**src/rtl/pms_pkg.sv**
```systemverilog
package pms_pkg;
  localparam int unsigned CH_W = 8;
  localparam logic [7:0] DIRECT_TAG = 8'h03;

  typedef struct packed {
    logic [CH_W-1:0] r;
    logic [CH_W-1:0] g;
    logic [CH_W-1:0] b;
  } rgb_t;

  function automatic logic is_direct(input logic [31:0] ctrl);
    return ctrl[31:24] == DIRECT_TAG;
  endfunction

  // Direct word: [31:24] unused, [23:16] blue, [15:8] green, [7:0] red
  function automatic rgb_t unpack_direct(input logic [31:0] w);
    rgb_t c;
    c.r = w[7:0];
    c.g = w[15:8];
    c.b = w[23:16];
    return c;
  endfunction

  // Colour-table answer: {R,G,B}
  function automatic rgb_t unpack_pal(input logic [3*CH_W-1:0] d);
    rgb_t c;
    c.r = d[23:16];
    c.g = d[15:8];
    c.b = d[7:0];
    return c;
  endfunction

  function automatic logic [31:0] pack_pixel(input rgb_t c, input logic bgr);
    return bgr ? {8'h00, c.b, c.g, c.r} : {8'h00, c.r, c.g, c.b};
  endfunction
endpackage

```
**src/rtl/pms_decode.sv**
```systemverilog
module pms_decode
  import pms_pkg::*;
#(
  parameter int unsigned IDX_W = 8
) (
  input  logic             take,
  input  logic [IDX_W-1:0] index,
  input  logic [31:0]      direct,
  input  logic [31:0]      ctrl,
  output logic             use_direct,
  output rgb_t             direct_rgb,
  output logic             rd_en,
  output logic [IDX_W-1:0] rd_addr
);
  always_comb begin
    use_direct = is_direct(ctrl);
    direct_rgb = unpack_direct(direct);
    rd_en      = take && !use_direct;
    rd_addr    = index;
  end
endmodule

```
**src/rtl/pms_stage.sv**
```systemverilog
module pms_stage
  import pms_pkg::*;
(
  input  logic             clk,
  input  logic             rst_n,
  input  logic             load,
  input  logic             pop,
  input  logic             use_direct,
  input  rgb_t             direct_rgb,
  input  logic             bgr_in,
  input  logic [3*CH_W-1:0] pal_data,
  output logic             st_valid,
  output logic             st_fresh,
  output logic             st_bgr,
  output rgb_t             st_rgb
);
  rgb_t held;

  always_ff @(posedge clk or negedge rst_n) begin
    if (!rst_n) begin
      st_valid <= 1'b0;
      st_fresh <= 1'b0;
      st_bgr   <= 1'b0;
      held     <= '0;
    end else if (load) begin
      st_valid <= 1'b1;
      st_fresh <= !use_direct;
      st_bgr   <= bgr_in;
      if (use_direct) held <= direct_rgb;
    end else if (pop) begin
      st_valid <= 1'b0;
      st_fresh <= 1'b0;
    end else if (st_fresh) begin
      held     <= unpack_pal(pal_data);
      st_fresh <= 1'b0;
    end
  end

  always_comb st_rgb = st_fresh ? unpack_pal(pal_data) : held;
endmodule

```
**src/rtl/pms_pack.sv**
```systemverilog
module pms_pack
  import pms_pkg::*;
(
  input  rgb_t        rgb,
  input  logic        bgr,
  output logic [31:0] pixel
);
  always_comb pixel = pack_pixel(rgb, bgr);
endmodule

```
**src/rtl/pix_mix_sel.sv**
```systemverilog
module pix_mix_sel
  import pms_pkg::*;
#(
  parameter int unsigned IDX_W = 8
) (
  input  logic             clk,
  input  logic             rst_n,
  input  logic             in_valid,
  output logic             in_ready,
  input  logic [IDX_W-1:0] in_index,
  input  logic [31:0]      in_direct,
  input  logic [31:0]      in_ctrl,
  input  logic             in_bgr,
  output logic             pal_rd_en,
  output logic [IDX_W-1:0] pal_rd_addr,
  input  logic [23:0]      pal_rd_data,
  output logic             out_valid,
  input  logic             out_ready,
  output logic [31:0]      out_pixel
);
  logic take, use_direct, st_valid, st_fresh, st_bgr;
  rgb_t direct_rgb, st_rgb;

  assign in_ready  = !st_valid || out_ready;
  assign take      = in_valid && in_ready;
  assign out_valid = st_valid;

  pms_decode #(.IDX_W(IDX_W)) u_dec (
    .take(take), .index(in_index), .direct(in_direct), .ctrl(in_ctrl),
    .use_direct(use_direct), .direct_rgb(direct_rgb),
    .rd_en(pal_rd_en), .rd_addr(pal_rd_addr)
  );

  pms_stage u_stg (
    .clk(clk), .rst_n(rst_n), .load(take), .pop(st_valid && out_ready),
    .use_direct(use_direct), .direct_rgb(direct_rgb), .bgr_in(in_bgr),
    .pal_data(pal_rd_data), .st_valid(st_valid), .st_fresh(st_fresh),
    .st_bgr(st_bgr), .st_rgb(st_rgb)
  );

  pms_pack u_pack (.rgb(st_rgb), .bgr(st_bgr), .pixel(out_pixel));
endmodule

```
**config.mk**
```make
export PLATFORM = sky130hd
export DESIGN_NAME = pix_mix_sel
export DESIGN_NICKNAME = d
export VERILOG_FILES = /design/src/rtl/pms_pkg.sv /design/src/rtl/pms_decode.sv /design/src/rtl/pms_stage.sv /design/src/rtl/pms_pack.sv /design/src/rtl/pix_mix_sel.sv
export SDC_FILE = /design/constraint.sdc
export NUM_CORES = 1
export LEC_CHECK = 0
export ABC_AREA = 1
export BUFFER_PORTS_ARGS = -buffer_cell sky130_fd_sc_hd__buf_2
export CORE_UTILIZATION = 48
export CTS_CLUSTER_SIZE = 25
export DETAILED_ROUTE_END_ITERATION = 10
export PLACE_DENSITY = 0.9
export SLEW_MARGIN = 40
export SYNTH_ARGS = -nofsm -noshare
export SYNTH_HDL_FRONTEND = slang
export SYNTH_HIERARCHICAL = 1
export SYNTH_SLANG_ARGS = --single-unit
```
**constraint.sdc**
```tcl
create_clock -name clk -period 4 [get_ports clk]
set_clock_uncertainty 0.2 [all_clocks]
set_input_delay 0.2 -clock clk [delete_from_list [all_inputs] [get_ports clk]]
set_output_delay 0.2 -clock clk [all_outputs]
set_load 0.005 [all_outputs]
```
* Yosys cells after proc, flatten, opt, wreduce, memory -nomap -nowiden
Cells that the tools add are included.
Widths: inputs -> output; s select.
** Word-level totals
- Word-level logic and storage cells :: 25
- Memory bits (writable) :: 0
- Bits in latches :: 0
- Output and inout port bits :: 43
- ROM bits :: 0
- Input port bits :: 101
- Flip-flop bits (word level) :: 27
- Memories :: 0
** Operators by class
- Magnitude comparators :: 0
- Bitwise gates (word level) :: 0
- $mul :: 0
- Shift operators :: 0
- Reductions and logical operators :: 8
- Multiplexer cells :: 8
- Div/mod/pow operators :: 0
- Add/subtract/negate cells :: 0
- Equal/unequal tests :: 3
** Operators by type and width (number)
- $mux 24 :: 5
- $eq 8x2->1 const B :: 1
- $logic_and 1x1->1 :: 3
- $mux 1 :: 3
- $logic_not 1->1 :: 2
- $ne 2x1->1 const B :: 1
- $ne 2x2->1 const B :: 1
- $reduce_and 2->1 :: 1
- $reduce_bool 2->1 :: 1
- $logic_or 1x1->1 :: 1

* Longest topological paths before layout
- Word-level depth :: 5
- Depth in mapped cells :: 10
- Depth with buffers taken out :: 9

* By module
The synthesis kept the hierarchy.
** By module, submodules not included
- pms_stage :: cells an instance 244, seq. area each 675.6 µm², times used 1, area an instance 1685.4 µm²
- pms_pack :: cells an instance 69, seq. area each 0.0 µm², times used 1, area an instance 407.9 µm²
- pms_decode :: cells an instance 42, seq. area each 0.0 µm², times used 1, area an instance 280.3 µm²
- pix_mix_sel :: cells an instance 6, seq. area each 0.0 µm², times used 1, area an instance 27.5 µm²

* Least setup slack after synthesis
No wires, ideal clock.
- Path type :: register to register
- Start :: register u_stg.st_valid
- End :: register u_stg/held[4] (netlist bit)
- Required time :: 3.683 ns
- Buffers on the path :: 1
- Library setup time :: 0.117 ns
- Period minus slack after synthesis :: 1.565 ns
- Cell stages (with the launch flop) :: 7
- Data arrival time :: 1.248 ns
- Setup slack :: 2.435 ns
- Path through :: dfrtp_1 > a21oi_2 > inv_2 > buf_6 > or2_2 > nand3_1 > nand2_1
** On the way
- Longest elaborated chain between the ends :: 5
- Elaborated cells between the ends (all ways) :: 8
- Those cells by class :: eq/ne: 2; mux: 1; reduce/logical: 5
** Ends and longest elaborated chain
- from (decl) :: line pms_stage.sv:12 : output logic st_valid,
- from (signal assigned) :: line pms_stage.sv:21 : st_valid <= 1'b0;
- from (signal assigned) :: line pms_stage.sv:26 : st_valid <= 1'b1;
- from (signal assigned) :: line pms_stage.sv:31 : st_valid <= 1'b0;
- $logic_not 1->1 (*) :: line pix_mix_sel.sv:24 : assign in_ready = !st_valid || out_ready;
- $logic_or 1x1->1 (*) :: line pix_mix_sel.sv:24
- $logic_and 1x1->1 (*) :: line pix_mix_sel.sv:25 : assign take = in_valid && in_ready;
- via take :: line pix_mix_sel.sv:21 : logic take, use_direct, st_valid, st_fresh, st_bgr;
- $ne 2x1->1 (no source line) / $ne 2x2->1 (equally long branches)
- $reduce_and 2->1 (no source line)
- to (signal assigned) :: line pms_stage.sv:29 : if (use_direct) held <= direct_rgb;
- to (signal assigned) :: line pms_stage.sv:34 : held <= unpack_pal(pal_data);
- to (decl) :: line pms_stage.sv:17 : rgb_t held;
Mark *: on every way through the listed nets, which the timed path passes. The rest lies on a longest branch.
A chain may end at the register's enable or synchronous reset.

==> results.yml <==
synth:
  synth.area.top_cells: "dfrtp_1 (28%), nand2_1 (24%), buf_4 (15%), nand3_1 (10%), nand2_2 (6.0%)"
  syn_area_um2: 2400
  synth_top_area_share: 0.281
  ys_types: 22
  synth_top_cell_by_area: "dfrtp_1"
  yosys_register_bits: 27
  yosys_warnings: 6
  synthCells: 361
  avgSynthCellArea_um2: 6.65
  seq_area_frac_synth: 0.281
sta:
  finalCriticalPeriod_ns: 2.24
  finalSetupTns_ns: 0
  whs_ns: 0.0349
  setup_viol: 0
  final-hold-violation-count: 0
  tightest_slew_ns: 0.795
  slew_violations: 0
  fin_crit_sh: 0.561
  maxSlewHeadroom: 0.470
  rsz0062_at_grt: "no"
  fmax_ghz: 0.446
finish:
  final_cell_mix: "nand2_1 (154), buf_2 (87), nand3_1 (48), dfrtp_1 (27), nand2_2 (23)"
  nets: 500
  postLayoutCellArea_um2: 2510
  antenna_cells: 0
  area_growth_pct: 4.64
  drive_above_1_share: 0.309
  instances_no_fill: 465
  final_common_cell: "nand2_1"
clocking:
  cts_tree: "yes"
  clock-root-buffer: "clkbuf_8"
  cts.sinks: 27
  numCtsBuffers: 3
  worst_skew_pair.late_latency_ns: 0.26
  cts.repair.resized: 0
  cts.htree.levels: 1
  clkSlewWorstSetupHoldPaths_ns: 0.09
  clk_path_buf_depth: 2
detailed_routing:
  routed_wl_um: 4990
  routedWlPerCell_um: 10.7
  ant_nets: 0
  highest_layer: "met4"
  wl_met2_um: 2500
  vias: 2222
  drtIter0Drc: 102
  vias_per_cell: 4.78
  wl_met3_um: 297
  first_pass_iters: 4
  wl_met1_um: 2160
  drc: 0
critical_path:
  worstPathArrival_ns: 1.84
  cp.required_ns: 3.60
  rr_endpoint: "u_stg/held[4]"
  reg2reg_depth: 5
  cp-end-kind: "output pin"
  critical_path_class: "reg2out"
  path_max_fanout: 24
  cp-start-kind: "flop"
  r2r_slack_ns: 2.02
  reg2reg_from: "u_stg/st_valid"
grt:
  antenna_found_initial: 0
  grt_pass1_vias: 1914
  grt_usage: 0.194
  grt_max_degree: 52
  overflow: 0
  grt_pass1_wl_um: 8090
placement:
  place_area_um2: 2450
  port_buffers: 87
  gp_congestion: 0.820
  dpl.hpwl_um: 3640
  placedCellCount: 459
hold_path:
  hp-start: "in_direct[14]"
  hold_end: "u_stg/held[14]"
  hold_class: "in2reg"
  holdPathStages: 4
floorplanning:
  initial_core_util: 0.505
  num_io_pins: 144
  dieArea_um2: 5290
  core_um2: 4750
  fp-row-count: 25
  die_x_um: 72.7
  fp.dieH_um: 72.7
power:
  power_uw: 1050
  peakVddDrop_v: 0.000198
  power_density_nw_per_um2: 417
  p_leak_uw: 0.00150
job:
  maxCapViolCount: 0
run_status:
  status: "complete, no violations"
-- area by class of cell --
class | instances | area [um^2]
Multi-Input combinational cell | 266 | 1190
Timing Repair Buffer | 91 | 470
Sequential cell | 27 | 676
Fill cell | 481 | 2240
Tap cell | 67 | 83.8
Clock buffer | 4 | 45.0
Inverter | 10 | 47.5
-- kinds of logic (layout without fill, tap and decap cells) --
group | count (synthesis) | in the layout | share of synthesized area
AOI/OAI and AO/OA | 3 | 3 | 0.00938
and+or+nand+nor | 255 | 255 | 0.474
other | 1 | 8 | 0.00156
DFF | 27 | 27 | 0.281
buffers and inverters | 75 | 105 | 0.234
-- report_power, final --
group | switching [uW] | leakage [uW] | total, uW | internal (uW)
clock network | 79.8 | 0.0000228 | 151 | 71.2
logic | 286 | 0.00115 | 488 | 202
registers | 55.4 | 0.000329 | 410 | 354
total | 421 | 0.00150 | 1050 | 627
-- synth_stat cells (all sizes together) --
library cell and instances:
conb 1, dfrtp 27, nor2 6, a21oi 1
o21ai 2, or2 24, buf 63, nand3 48
clkbuf 2, nand2 177, inv 10
-- critical path: stages (launching register included) --
cell and delay (ns):
dfrtp_1 0.38, inv_1 0.58, nand2_1 0.14, nand2_1 0.16
nand2_1 0.09, nand2_2 0.11, buf_2 0.11
-- registers in the layout, indices dropped and copies added, names as in the netlist --
name and flops:
u_stg/st_bgr 1, u_stg/st_fresh 1, u_stg/st_valid 1, u_stg/held 24
-- through the flow --
| stage | setup WS, ns | util |
|---|---|---|
| 6_report | 1.76 | 0.528 |
| 5_1_grt | 1.57 | 0.528 |
| 4_1_cts | 1.73 | 0.528 |
| 3_5_place_dp | 2.03 | 0.515 |
| 3_3_place_gp | 2.09 | 0.515 |
| 2_1_floorplan | 2.43 | - |
-- worst max path at each step --
stage	slack, ns	cells after the start	start	to
3_3_place_gp	2.09	5	u_stg/st_valid	u_stg/held[9]
6_report	1.76	6	u_stg/st_fresh	out_pixel[20]
2_1_floorplan	2.43	6	u_stg/st_valid	u_stg/held[4]
4_1_cts	1.73	6	u_stg/st_fresh	out_pixel[20]
5_1_grt	1.57	6	u_stg/st_fresh	out_pixel[20]
3_5_place_dp	2.03	6	u_stg/st_fresh	out_pixel[20]
-- metal layers --
layer / GRT usage / vias to the layer above
met5: 0 / -
met4: 0.0458 / 0
met3: 0.0249 / 4
met2: 0.363 / 87
met1: 0.234 / 999
li1: - / 1132
-- what timing repair did --
| action | 4_1_cts | 5_1_grt |
|---|---|---|
| setup buffers | 0 | 0 |
| hold endpoints to repair | 28 | 0 |
| setup endpoints to repair | 0 | 0 |
| hold buffers | 2 | 0 |
(Power assumes the default switching activity.)
